**config.mk**
```make
export PLATFORM = sky130hd
export DESIGN_NAME = wt_subblock_cache
export DESIGN_NICKNAME = d
export VERILOG_FILES = /design/src/rtl/wtc_pkg.sv /design/src/rtl/wtc_tag_store.sv /design/src/rtl/wtc_data_store.sv /design/src/rtl/wtc_wbuf.sv /design/src/rtl/wt_subblock_cache.sv
export SDC_FILE = /design/constraint.sdc
export NUM_CORES = 1
export LEC_CHECK = 0
export ABC_CLOCK_PERIOD_IN_PS = 8500
export BUFFER_PORTS_ARGS = -buffer_cell sky130_fd_sc_hd__buf_2
export CAP_MARGIN = 20
export CORE_AREA = 2 2 332 235
export DETAILED_ROUTE_END_ITERATION = 10
export DIE_AREA = 0 0 334 237
export GPL_TIMING_DRIVEN = 1
export PLACE_DENSITY = 0.62
export SLEW_MARGIN = 20
export SYNTH_ARGS = -nofsm -noshare
export SYNTH_HDL_FRONTEND = slang
export SYNTH_SLANG_ARGS = --single-unit
```
**constraint.sdc**
```tcl
create_clock -name clk -period 8.5 [get_ports clk]
set_clock_uncertainty 0.1 [all_clocks]
set_input_delay 0.85 -clock clk [delete_from_list [all_inputs] [get_ports clk]]
set_output_delay 0.85 -clock clk [all_outputs]
set_load 0.02 [all_outputs]
```
**src/rtl/wtc_pkg.sv**
```systemverilog
package wtc_pkg;
   typedef enum logic [0:0] {
      ST_IDLE  = 1'b0,
      ST_FETCH = 1'b1
   } wtc_state_e;
endpackage

```
**src/rtl/wtc_tag_store.sv**
```systemverilog
module wtc_tag_store #(
   parameter int LINES = 8,
   parameter int WORDS = 4,
   parameter int TAG_W = 5,
   localparam int IDX_W = $clog2(LINES),
   localparam int OFF_W = $clog2(WORDS)
) (
   input  logic             clk,
   input  logic             rst_n,
   input  logic [IDX_W-1:0] lk_idx,
   input  logic [TAG_W-1:0] lk_tag,
   input  logic [OFF_W-1:0] lk_off,
   output logic             lk_hit,
   input  logic             upd_en,
   input  logic [IDX_W-1:0] upd_idx,
   input  logic [TAG_W-1:0] upd_tag,
   input  logic [OFF_W-1:0] upd_off
);
   logic [TAG_W-1:0] tag_q [LINES];
   logic [WORDS-1:0] vld_q [LINES];
   logic             upd_match;
   logic [WORDS-1:0] upd_bit;

   assign lk_hit    = (tag_q[lk_idx] == lk_tag) && vld_q[lk_idx][lk_off];
   assign upd_match = (tag_q[upd_idx] == upd_tag);
   assign upd_bit   = WORDS'(1) << upd_off;

   always_ff @(posedge clk) begin
      if (!rst_n) begin
         for (int i = 0; i < LINES; i++) begin
            tag_q[i] <= '0;
            vld_q[i] <= '0;
         end
      end else if (upd_en) begin
         if (upd_match) begin
            vld_q[upd_idx] <= vld_q[upd_idx] | upd_bit;
         end else begin
            tag_q[upd_idx] <= upd_tag;
            vld_q[upd_idx] <= upd_bit;
         end
      end
   end

   // an update always leaves its slot valid under its tag
   p_upd_validates_r5: assert property (@(posedge clk) disable iff (!rst_n)
      upd_en |=> vld_q[$past(upd_idx)][$past(upd_off)] && (tag_q[$past(upd_idx)] == $past(upd_tag)));
   // a retag leaves exactly one slot valid in the line
   p_retag_single_r6: assert property (@(posedge clk) disable iff (!rst_n)
      (upd_en && !upd_match) |=> ($countones(vld_q[$past(upd_idx)]) == 1));
   // a matching update keeps every slot that was valid
   p_match_keeps_r4: assert property (@(posedge clk) disable iff (!rst_n)
      (upd_en && upd_match) |=> ((vld_q[$past(upd_idx)] & $past(vld_q[upd_idx])) == $past(vld_q[upd_idx])));
endmodule

```
**src/rtl/wtc_data_store.sv**
```systemverilog
module wtc_data_store #(
   parameter int ENTRIES = 32,
   parameter int DATA_W  = 16,
   localparam int AW = $clog2(ENTRIES)
) (
   input  logic              clk,
   input  logic [AW-1:0]     rd_addr,
   output logic [DATA_W-1:0] rd_data,
   input  logic              wr_en,
   input  logic [AW-1:0]     wr_addr,
   input  logic [DATA_W-1:0] wr_data
);
   logic [DATA_W-1:0] mem_q [ENTRIES];

   assign rd_data = mem_q[rd_addr];

   always_ff @(posedge clk) begin
      if (wr_en) mem_q[wr_addr] <= wr_data;
   end
endmodule

```
**src/rtl/wtc_wbuf.sv**
```systemverilog
module wtc_wbuf #(
   parameter int AW    = 10,
   parameter int DW    = 16,
   parameter int DEPTH = 4,
   localparam int PTR_W = (DEPTH > 1) ? $clog2(DEPTH) : 1
) (
   input  logic          clk,
   input  logic          rst_n,
   input  logic          push,
   input  logic [AW-1:0] push_addr,
   input  logic [DW-1:0] push_data,
   output logic          full,
   input  logic [AW-1:0] snoop_addr,
   output logic          snoop_hit,
   output logic [DW-1:0] snoop_data,
   output logic          out_req,
   output logic [AW-1:0] out_addr,
   output logic [DW-1:0] out_data,
   input  logic          out_ack
);
   logic [AW-1:0]  addr_q [DEPTH];
   logic [DW-1:0]  data_q [DEPTH];
   logic [PTR_W-1:0] rd_ptr_q, wr_ptr_q;
   logic [PTR_W:0]   cnt_q;
   logic             pop;
   logic [PTR_W-1:0] slot;

   initial assert ((1 << PTR_W) == DEPTH && DEPTH >= 2)
      else $error("wtc_wbuf: DEPTH must be a power of two, at least 2");

   assign full     = (cnt_q == (PTR_W+1)'(DEPTH));
   assign out_req  = (cnt_q != '0);
   assign out_addr = addr_q[rd_ptr_q];
   assign out_data = data_q[rd_ptr_q];
   assign pop      = out_req && out_ack;

   // oldest to newest: the last match wins, so the youngest value is returned
   always_comb begin
      snoop_hit  = 1'b0;
      snoop_data = '0;
      slot       = rd_ptr_q;
      for (int i = 0; i < DEPTH; i++) begin
         slot = rd_ptr_q + PTR_W'(i);
         if ((i < int'(cnt_q)) && (addr_q[slot] == snoop_addr)) begin
            snoop_hit  = 1'b1;
            snoop_data = data_q[slot];
         end
      end
   end

   always_ff @(posedge clk) begin
      if (!rst_n) begin
         rd_ptr_q <= '0;
         wr_ptr_q <= '0;
         cnt_q    <= '0;
      end else begin
         if (push) begin
            addr_q[wr_ptr_q] <= push_addr;
            data_q[wr_ptr_q] <= push_data;
            wr_ptr_q         <= wr_ptr_q + 1'b1;
         end
         if (pop) rd_ptr_q <= rd_ptr_q + 1'b1;
         cnt_q <= cnt_q + (PTR_W+1)'(push) - (PTR_W+1)'(pop);
      end
   end

   // the producer never pushes into a full buffer
   p_no_overflow_r9: assert property (@(posedge clk) disable iff (!rst_n)
      push |-> !full);
   // the offered head is held until memory takes it
   p_head_hold_r7: assert property (@(posedge clk) disable iff (!rst_n)
      (out_req && !out_ack) |=> out_req && $stable(out_addr) && $stable(out_data));
endmodule

```
**src/rtl/wt_subblock_cache.sv**
```systemverilog
module wt_subblock_cache #(
   parameter int ADDR_W   = 10,
   parameter int DATA_W   = 16,
   parameter int LINES    = 8,
   parameter int WORDS    = 4,
   parameter int WB_DEPTH = 4,
   localparam int IDX_W = $clog2(LINES),
   localparam int OFF_W = $clog2(WORDS),
   localparam int TAG_W = ADDR_W - IDX_W - OFF_W,
   localparam int SLOTS = LINES * WORDS
) (
   input  logic              clk,
   input  logic              rst_n,
   input  logic              req_valid,
   input  logic              req_write,
   input  logic [ADDR_W-1:0] req_addr,
   input  logic [DATA_W-1:0] req_wdata,
   output logic              req_ready,
   output logic              rsp_valid,
   output logic [DATA_W-1:0] rsp_data,
   output logic              mem_rd_req,
   output logic [ADDR_W-1:0] mem_rd_addr,
   input  logic              mem_rd_ack,
   input  logic [DATA_W-1:0] mem_rd_data,
   output logic              mem_wr_req,
   output logic [ADDR_W-1:0] mem_wr_addr,
   output logic [DATA_W-1:0] mem_wr_data,
   input  logic              mem_wr_ack
);
   import wtc_pkg::*;

   initial assert (TAG_W >= 1 && (1 << IDX_W) == LINES && (1 << OFF_W) == WORDS && WORDS >= 2)
      else $error("wt_subblock_cache: bad geometry parameters");

   wtc_state_e        state_q;
   logic [ADDR_W-1:0] miss_q;
   logic              lk_hit, wb_full, sn_hit;
   logic [DATA_W-1:0] sn_data, dat_rd;
   logic              acc, wr_acc, rd_acc, rd_hit, rd_snoop, rd_go, fill_mem;
   logic              upd_en;
   logic [ADDR_W-1:0] upd_addr;
   logic [DATA_W-1:0] upd_data;

   // field split of a word address, slot select at the bottom
   logic [OFF_W-1:0] rq_off, up_off;
   logic [IDX_W-1:0] rq_idx, up_idx;
   logic [TAG_W-1:0] rq_tag, up_tag;
   assign rq_off = req_addr[OFF_W-1:0];
   assign rq_idx = req_addr[OFF_W +: IDX_W];
   assign rq_tag = req_addr[ADDR_W-1 -: TAG_W];
   assign up_off = upd_addr[OFF_W-1:0];
   assign up_idx = upd_addr[OFF_W +: IDX_W];
   assign up_tag = upd_addr[ADDR_W-1 -: TAG_W];

   assign req_ready = (state_q == ST_IDLE) && !(req_write && wb_full);
   assign acc       = req_valid && req_ready;
   assign wr_acc    = acc && req_write;
   assign rd_acc    = acc && !req_write;
   assign rd_hit    = rd_acc && lk_hit;
   assign rd_snoop  = rd_acc && !lk_hit && sn_hit;
   assign rd_go     = rd_acc && !lk_hit && !sn_hit;
   assign fill_mem  = (state_q == ST_FETCH) && mem_rd_ack;

   assign upd_en   = wr_acc || rd_snoop || fill_mem;
   assign upd_addr = fill_mem ? miss_q : req_addr;
   assign upd_data = wr_acc ? req_wdata : (rd_snoop ? sn_data : mem_rd_data);

   assign mem_rd_req  = (state_q == ST_FETCH);
   assign mem_rd_addr = miss_q;

   wtc_tag_store #(.LINES(LINES), .WORDS(WORDS), .TAG_W(TAG_W)) u_tags (
      .clk(clk), .rst_n(rst_n),
      .lk_idx(rq_idx), .lk_tag(rq_tag), .lk_off(rq_off), .lk_hit(lk_hit),
      .upd_en(upd_en), .upd_idx(up_idx), .upd_tag(up_tag), .upd_off(up_off)
   );

   wtc_data_store #(.ENTRIES(SLOTS), .DATA_W(DATA_W)) u_data (
      .clk(clk),
      .rd_addr({rq_idx, rq_off}), .rd_data(dat_rd),
      .wr_en(upd_en), .wr_addr({up_idx, up_off}), .wr_data(upd_data)
   );

   wtc_wbuf #(.AW(ADDR_W), .DW(DATA_W), .DEPTH(WB_DEPTH)) u_wbuf (
      .clk(clk), .rst_n(rst_n),
      .push(wr_acc), .push_addr(req_addr), .push_data(req_wdata), .full(wb_full),
      .snoop_addr(req_addr), .snoop_hit(sn_hit), .snoop_data(sn_data),
      .out_req(mem_wr_req), .out_addr(mem_wr_addr), .out_data(mem_wr_data),
      .out_ack(mem_wr_ack)
   );

   always_ff @(posedge clk) begin
      if (!rst_n) begin
         state_q   <= ST_IDLE;
         miss_q    <= '0;
         rsp_valid <= 1'b0;
         rsp_data  <= '0;
      end else begin
         rsp_valid <= rd_hit || rd_snoop || fill_mem;
         if (rd_hit)        rsp_data <= dat_rd;
         else if (rd_snoop) rsp_data <= sn_data;
         else if (fill_mem) rsp_data <= mem_rd_data;
         if (rd_go) begin
            state_q <= ST_FETCH;
            miss_q  <= req_addr;
         end else if (fill_mem) begin
            state_q <= ST_IDLE;
         end
      end
   end

   // a hit answers next cycle and never starts a fetch
   p_hit_no_fetch_r2: assert property (@(posedge clk) disable iff (!rst_n)
      rd_hit |=> rsp_valid && !mem_rd_req);
   // an accepted write never starts a fetch
   p_write_no_fetch_r7: assert property (@(posedge clk) disable iff (!rst_n)
      wr_acc |=> !mem_rd_req);
   // a buffer match answers without a fetch
   p_snoop_no_fetch_r8: assert property (@(posedge clk) disable iff (!rst_n)
      rd_snoop |=> rsp_valid && !mem_rd_req);
   // full buffer blocks writes only
   p_full_stall_r9: assert property (@(posedge clk) disable iff (!rst_n)
      (req_write && wb_full) |-> !req_ready);
   // fetch request held steady until acknowledged
   p_fetch_hold_r10: assert property (@(posedge clk) disable iff (!rst_n)
      (mem_rd_req && !mem_rd_ack) |=> mem_rd_req && $stable(mem_rd_addr));
   // acknowledged data is returned the next cycle
   p_fill_resp_r10: assert property (@(posedge clk) disable iff (!rst_n)
      (mem_rd_req && mem_rd_ack) |=> rsp_valid && (rsp_data == $past(mem_rd_data)));
endmodule

```
==> key figures, run 1 <==
Place
  – Placed cell area: 34200 um^2
  – I/O Buffers: 103
  – DPL Wire Length: 54800 um
  – GP Congestion: 0.862
  – Dpl cells: 2912

Die
  – Core area: 76100 um^2
  – DIE AREA: 79200 um^2
  – Row count: 85
  – Initial core utilization: 0.427
  – Die height: 237 um
  – Die X-Extent: 334 um
  – I/O pin count: 104

CTS
  – Clock edge transition at the registers on the reported setup and hold paths: 0.07 ns
  – Root Buffer: clkbuf_16
  – Worst skew pair latency: 0.63 ns
  – Number of post-CTS setup repair buffers: 0
  – CTS Buf Count: 70
  – CTS max path bufs: 3
  – # resized after CTS: 0
  – CTS tree: yes
  – H-tree depth: 3
  – # hold bufs at CTS: 0
  – Clk sinks: 725

Final layout
  – # fillers: 6302
  – Area Growth Syn to Fin: 12.2%
  – Most frequent cells in the layout: edfxtp_1 (688), mux4_2 (220), mux2i_1 (107), nor2_1 (107), buf_2 (99)
  – Fin area: 36400 um^2
  – Fin nets: 2044
  – Final cell count without fillers: 3045
  – Most common cell after layout, fill and taps aside: edfxtp_1
  – Share of cells above drive strength 1: 0.275

Detailed routing
  – Avg WL per Cell: 27.4 um
  – Via count: 18.6k
  – TritonRoute pass-1 iters: 5
  – ANT nets after route: 0
  – Residual DRC: 0
  – DRT iter0 DRCs: 2265
  – Vias per cell: 6.11
  – Post-Route WL: 83300 um

Yosys
  – Post-synthesis instance total: 1904
  – Ys flop type: edfxtp_1
  – Post-synth EDFFs: 688
  – Mapped Avg Cell Area: 17.1 um^2
  – Synth cell types: 77
  – Mapped cell area: 32500 um^2
  – YS warnings: 0
  – Async S/R FF share, synth: 0
  – Sequential fraction of the synthesis area: 0.659
  – Synthesized flop and latch total: 725
  – Mapped Nets: 1961

Setup path
  – Crit-path cells: buf_4 -> mux4_2 -> xnor2_1 -> nand3_1 -> nor3_4 -> o311ai_4 -> buf_4 -> and3_1 -> or2_1 -> nor2_2
  – Worst flop-to-flop path startpoint: u_wbuf.rd_ptr_q[0]$_SDFFE_PN0P_
  – Most used cell, CP: buf_4
  – Arrival time at the worst endpoint: 6.12 ns
  – Critical path buffers and inverters: 2
  – Crit-path max FO: 52
  – CP Class: reg -> reg
  – Slowest CP cell: dfxtp_4
  – Worst Setup SP: u_wbuf.rd_ptr_q[0]$_SDFFE_PN0P_
  – R2R Setup Slk: 2.51 ns
  – Startpoint types: flop
  – Required @ worst endpoint: 8.63 ns
  – Top Family by Delay on Critical Path: simple AND/OR/NAND/NOR gates
  – Max incr delay on CP: 0.94 ns
  – CP endpoint kind: flop

Pwr
  – Cell-internal power: 6180 uW
  – Sequential group share of total power: 0.494
  – Clock network power share: 0.362
  – Maximum vdd ir drop: 0.000140 V
  – Combinational power share: 0.143
  – Leak pwr: 0.0116 uW
  – PwrDens: 229 nW/um^2
  – Sw frac: 0.260
  – Total power: 8350 uW
  – Psw: 2170 uW

Flow run
  – Max cap viols: 0

Global routing
  – Vias in the first global route: 18.1k
  – First-pass GRT wire length: 123000 um
  – Grt ovf: 0
  – Total GRT Usage: 0.210
  – Pin count of the biggest net entering global routing: 95
  – Initial antenna violation count: 5

STA
  – Hold Slack: 0.357 ns
  – Rel. slew slack: 0.210
  – Tcrit/Tclk final: 0.704
  – RSZ-0062 raised after global routing: no
  – FMAX: 0.167 GHz
  – Final hold vios: 0
  – Setup TNS: 0 ns
  – Slew @ Worst Pin: 1.18 ns
  – # setup viols final: 0
  – Final Max Tran Viols: 0
  – Final worst path period need: 5.99 ns

Min path
  – Hold path startpoint: req_wdata[14]
  – Worst Hold Class: in -> reg

Run status
  – Outcome: finished, final reports clean
[worst reg2reg max path: cells and delay by family (launching register included)]
kind | cells | cell delay, ns
flops | 1 | 0.94
buf+inv | 2 | 0.92
simple gates | 5 | 2.67
compound gates | 1 | 0.16
xor+xnor | 1 | 0.19
mux | 1 | 0.60
[per-layer routing]
metal,vias to the layer above,GRT usage,share of wire
li1,7896,-,-
met1,9739,0.327,0.46
met2,871,0.301,0.44
met3,109,0.0460,0.091
met4,4,0.0479,0.017
met5,-,0,0.00034
[cell usage after synthesis (6+ instances only)]
master / instances / area, um^2
edfxtp_1: 688 / 20700
mux4_2: 220 / 4950
nor2_1: 125 / 469
mux2i_1: 107 / 1070
clkbuf_1: 76 / 285
nand2_1: 63 / 236
xnor2_1: 47 / 412
o22ai_1: 42 / 263
o21ai_0: 41 / 205
dfxtp_1: 37 / 741
buf_1: 32 / 120
a21oi_1: 31 / 155
mux2_2: 27 / 304
nand3_1: 25 / 125
a211oi_1: 24 / 180
nor3_1: 22 / 110
and3_1: 21 / 131
buf_2: 20 / 100
nand2b_1: 20 / 125
nor3b_1: 17 / 128
inv_1: 15 / 56.3
and2_1: 14 / 87.6
a21boi_0: 12 / 90.1
nor4_1: 12 / 75.1
or3_1: 10 / 62.6
a31o_2: 9 / 78.8
nor2_2: 9 / 56.3
o211ai_1: 9 / 67.6
ha_1: 8 / 100
a22oi_1: 7 / 52.6
a2bb2oi_1: 7 / 61.3
o21a_1: 7 / 52.6
xor2_1: 7 / 61.3
nand4b_1: 6 / 52.6
[state kept, by name, indices dropped and copies added (netlist names), named ones only]
name	flops
u_data.mem_q	512
u_wbuf.data_q	64
u_tags.tag_q	40
u_wbuf.addr_q	40
u_tags.vld_q	32
rsp_data	16
mem_rd_addr	10
u_wbuf.cnt_q	3
u_wbuf.rd_ptr_q	2
u_wbuf.wr_ptr_q	2
mem_rd_req	1
rsp_valid	1
[power by group through the flow]
stage          combinational (uW)  clock [uW]  sequential [uW]
2_1_floorplan                 910           0             4130
3_3_place_gp                 1170           0             4200
3_5_place_dp                 1190           0             4210
4_1_cts                      1190        3070             4130
5_1_grt                      1280        3200             4140
6_report                     1190        3030             4130
[layout make-up]
cell class,instances,area [um^2],area share
inverter,18,67.6,0.00185
clock buffer,89,1870,0.0514
timing repair buffer,148,920,0.0252
clock inverter,39,310,0.00851
multi-input combinational,1024,10600,0.291
antenna,2,5.00,0.000137
sequential,725,21400,0.587
tap,1000,1250,0.0343
[cell families after synthesis]
logic type      share of synthesized area
xor+xnor                           0.0146
mux                                 0.195
buf+inv                            0.0203
flops                               0.659
compound gates                     0.0517
fa+ha+maj                         0.00370
simple gates                       0.0562
[final timing paths]
path                                    endpoint  cells past startpoint
setup / recovery   u_data.mem_q[6][15]$_DFFE_PP_                     10
hold / removal    u_wbuf.data_q[1][14]$_DFFE_PP_                      1
setup reg to reg   u_data.mem_q[6][15]$_DFFE_PP_                     10
hold reg to reg      mem_rd_addr[9]$_SDFFE_PN0P_                      2
[metrics by stage]
step | util | setup slack (ns)
floorplan | - | 3.65
global placement | 0.448 | 2.39
detailed placement | 0.449 | 2.24
CTS | 0.477 | 2.52
global route | 0.479 | 2.08
finish | 0.479 | 2.51
(Power assumes the default switching activity.)
==> run 2, diff against run 1 <==
--- a/config.mk
+++ b/config.mk
@@ -5,12 +5,13 @@
 export SDC_FILE = /design/constraint.sdc
 export NUM_CORES = 1
 export LEC_CHECK = 0
-export ABC_CLOCK_PERIOD_IN_PS = 8500
+export ABC_AREA = 1
+export ABC_CLOCK_PERIOD_IN_PS = 6100
 export BUFFER_PORTS_ARGS = -buffer_cell sky130_fd_sc_hd__buf_2
 export CAP_MARGIN = 20
-export CORE_AREA = 2 2 332 235
+export CORE_AREA = 2 2 338 240
 export DETAILED_ROUTE_END_ITERATION = 10
-export DIE_AREA = 0 0 334 237
+export DIE_AREA = 0 0 340 242
 export GPL_TIMING_DRIVEN = 1
 export PLACE_DENSITY = 0.62
 export SLEW_MARGIN = 20
==> constraint.sdc (replaced) <==
create_clock -name clk -period 6.1 [get_ports clk]
set_clock_uncertainty 0.1 [all_clocks]
set_input_delay 0.61 -clock clk [delete_from_list [all_inputs] [get_ports clk]]
set_output_delay 0.61 -clock clk [all_outputs]
set_load 0.02 [all_outputs]
==> run 2 against run 1 <==
Against the previous run:
- sequential cell count unchanged
- highest routed layer unchanged
- synthesized area grew 3.7%
- critical path type unchanged
- hold slack got worse by 0.26 ns
==> key figures, run 2 <==
CTS
  – # hold bufs at CTS: 0 (unchanged)
  – Root Buffer: clkbuf_16
  – Clock edge transition at the registers on the reported setup and hold paths: 0.07 ns (about the same)
  – Number of post-CTS setup repair buffers: 0 (unchanged)
  – CTS max path bufs: 3 (unchanged)
  – Clk sinks: 725 (unchanged)
  – CTS tree: yes
  – Worst skew pair latency: 0.65 ns (+0.02 ns)
  – # resized after CTS: 0 (unchanged)
  – CTS Buf Count: 69 (-1.4%)
  – H-tree depth: 3 (unchanged)

Setup path
  – Startpoint types: flop
  – Reg2reg end: u_data.mem_q[15][12]$_DFFE_PP_
  – Reg2reg path depth: 21 (+11)
  – CP Class: reg -> reg
  – Crit-path max FO: 54 (+3.8%)
  – Arrival time at the worst endpoint: 5.28 ns (-0.84 ns)
  – Max incr delay on CP: 0.58 ns (-0.36 ns)
  – Crit-path cells: buf_4 -> inv_1 -> nand2_2 -> nand2_4 -> nand2_1 -> nand3_1 -> nand2_1 -> inv_1 -> nand2_1 -> nor2_1 -> nand3_1 -> buf_4 -> nand2_1 -> inv_1 -> nand2_2 -> nand2_4 -> nand3_4 -> nand2_1 -> inv_1 -> nand2_1 -> inv_1
  – CP endpoint kind: flop
  – Slowest CP cell: inv_1
  – Worst flop-to-flop path startpoint: u_wbuf.rd_ptr_q[1]$_SDFFE_PN0P_
  – Required @ worst endpoint: 6.26 ns (-2.37 ns)
  – R2R Setup Slk: 0.98 ns (-1.54 ns)
  – Most used cell, CP: nand2_1

Yosys
  – Async S/R FF share, synth: 0 (unchanged)
  – Post-synth EDFFs: 688 (unchanged)
  – Synthesized flop and latch total: 725 (unchanged)
  – Mapped Avg Cell Area: 9.96 um^2 (-42%)
  – Ys flop type: edfxtp_1
  – Synth top area share: 0.613 (-0.0227)
  – YS warnings: 0 (unchanged)
  – Top post-synthesis cells by area: edfxtp_1 (61%), nand2_1 (9.2%), o21ai_0 (5.7%), nor2_1 (4.6%), nand3_1 (3.2%)
  – Mapped Nets: 3441 (+75%)
  – Sequential fraction of the synthesis area: 0.635 (-0.0236)
  – Synth cell types: 42 (-45%)
  – Area leader, netlist: edfxtp_1
  – Commonest cells post-synth: nand2_1 (822), edfxtp_1 (688), nor2_1 (415), o21ai_0 (387), nand3_1 (215)
  – Most frequent cell after synthesis: nand2_1
  – Mapped cell area: 33700 um^2 (+3.7%)
  – Post-synthesis instance total: 3384 (+78%)

Global routing
  – Grt ovf: 0 (unchanged)
  – Total GRT Usage: 0.246 (+0.0358)
  – Vias in the first global route: 23.8k (+32%)
  – Pin count of the biggest net entering global routing: 193 (+100%)
  – First-pass GRT wire length: 154000 um (+26%)
  – Initial antenna violation count: 2 (-3)

Pwr
  – Maximum vdd ir drop: 0.000237 V (+70%)
  – PwrDens: 339 nW/um^2 (+48%)
  – Leak pwr: 0.0140 uW (+21%)

STA
  – Tcrit/Tclk final: 0.840 (+0.136)
  – RSZ-0062 raised after global routing: no
  – FMAX: 0.195 GHz (+17%)
  – Final hold vios: 0 (unchanged)
  – Slew @ Worst Pin: 1.12 ns (-0.0575 ns)
  – Setup TNS: 0 ns (unchanged)
  – Final Max Tran Viols: 0 (unchanged)
  – Hold Slack: 0.0972 ns (-0.260 ns)
  – # setup viols final: 0 (unchanged)
  – Final worst path period need: 5.12 ns (-0.861 ns)
  – Rel. slew slack: 0.252 (+0.0418)

Final layout
  – Most common cell after layout, fill and taps aside: nand2_1
  – Final cell count without fillers: 4520 (+48%)
  – Max FFs per register: 512 (unchanged)
  – Most frequent cells in the layout: nand2_1 (822), edfxtp_1 (688), nor2_1 (411)
  – Fin area: 37400 um^2 (+2.6%)
  – Largest registers: u_data.mem_q (512), u_wbuf.data_q (64)
  – Ant. Diodes: 0 (-2)
  – Area Growth Syn to Fin: 11.0%
  – Largest register by flop count: u_data.mem_q
  – Layout Utilization: 0.471 (-0.00720)
  – Share of cells above drive strength 1: 0.0924 (-0.183)
  – Fin nets: 3456 (+69%)

Die
  – DIE AREA: 82300 um^2 (+3.9%)
  – Initial core utilization: 0.425 (-0.00206)
  – Die height: 242 um (+2.1%)
  – Row count: 87 (+2.4%)
  – Core area: 79400 um^2 (+4.2%)
  – I/O pin count: 104 (unchanged)
  – Die X-Extent: 340 um (+1.8%)

Detailed routing
  – Vias per cell: 5.81 (-5.0%)
  – DRT iter0 DRCs: 3676 (+62%)
  – Post-Route WL: 104000 um (+25%)
  – Via count: 26.3k (+41%)
  – TritonRoute pass-1 iters: 8 (+3)
  – Avg WL per Cell: 23.0 um (-16%)
  – Residual DRC: 0 (unchanged)
  – ANT nets after route: 0 (unchanged)

Run status
  – Outcome: finished, final reports clean

Place
  – I/O Buffers: 103 (unchanged)
  – Placed cell area: 35200 um^2 (+3.0%)
  – Dpl cells: 4396 (+51%)
  – DPL Wire Length: 64000 um (+17%)
  – GP Congestion: 0.934 (+8.4%)

Min path
  – Worst Hold Class: in -> reg
  – Worst hold path cell count: 1 (unchanged)
  – Hold path startpoint: req_wdata[6]
  – Hold EP: u_wbuf.data_q[0][6]$_DFFE_PP_

Flow run
  – Max cap viols: 0 (unchanged)
[run 2: cell types whose count changed in the layout (fill, tap and decap cells not counted), sizes merged, moves of 46 or more]
cell    previous run  this run
nand3             26       218
nand2             63       838
inv               25       183
o211ai             9        64
mux4             220         0
xnor2             47         1
mux2i            107         0
a21oi             31        80
nor2             134       419
o21ai             43       395
o221ai             4        81
[run 2: critical path: cells and delay by family (launching register included)]
kind                   cells  cell delay [ns]
and+or+nand+nor           14             2.33
DFF                        1             0.30
buffers and inverters      7             1.95
[run 2: metal layers]
| layer | part of all wire | GRT usage | routed length (um) | up-vias |
|---|---|---|---|---|
| met1 | 0.45 | 0.386 | 47100 | 12600 |
| met3 | 0.11 | 0.0590 | 11900 | 190 |
| li1 | - | - | - | 11900 |
| met4 | 0.031 | 0.0787 | 3170 | 2 |
| met2 | 0.40 | 0.329 | 41700 | 1480 |
| met5 | 0.00013 | 0 | 13 | - |
[run 2: logic make-up after synthesis]
logic type               synth area share
adder cells (fa/ha/maj)           0.00357
AO/OA/AOI/OAI                       0.129
flip-flops                          0.635
buffers and inverters              0.0483
XOR/XNOR                          0.00104
AND/OR/NAND/NOR                     0.183
[run 2: where the power goes]
part | switching [uW] | internal, uW | total [uW] | leakage [uW]
Sequential | 91.5 | 5640 | 5730 | 0.00658
Clock | 1960 | 2390 | 4340 | 0.00109
Combinational | 1950 | 673 | 2630 | 0.00634
[run 2: stage by stage]
step                      setup WS, ns  power (uW)
after floorplan                   2.49        7580
after global placement            1.19        8380
after detailed placement          1.11        8400
after CTS                         1.08       12700
after global routing             0.584       13200
final                            0.975       12700
[run 2: cell type report]
type / count / area, um^2
fillers: 7284 / 41900
flip-flops and latches: 725 / 21400
multi-input cells: 2260 / 10800
clock buffers: 87 / 1860
well taps: 1068 / 1340
repair buffers: 156 / 940
inverters: 187 / 719
clock inverters: 37 / 352
[run 2: worst max path at each step]
stage | from | end | slack, ns | cells past startpoint
final | u_wbuf.rd_ptr_q[1]$_SDFFE_PN0P_ | u_data.mem_q[15][12]$_DFFE_PP_ | 0.98 | 21
after detailed placement | u_wbuf.rd_ptr_q[1]$_SDFFE_PN0P_ | u_data.mem_q[3][7]$_DFFE_PP_ | 1.11 | 21
after CTS | u_wbuf.rd_ptr_q[1]$_SDFFE_PN0P_ | u_data.mem_q[15][12]$_DFFE_PP_ | 1.08 | 21
after floorplan | req_addr[2] | u_data.mem_q[0][10]$_DFFE_PP_ | 2.49 | 12
after global routing | u_wbuf.rd_ptr_q[1]$_SDFFE_PN0P_ | u_data.mem_q[15][12]$_DFFE_PP_ | 0.58 | 21
after global placement | u_wbuf.rd_ptr_q[1]$_SDFFE_PN0P_ | u_data.mem_q[3][7]$_DFFE_PP_ | 1.19 | 21
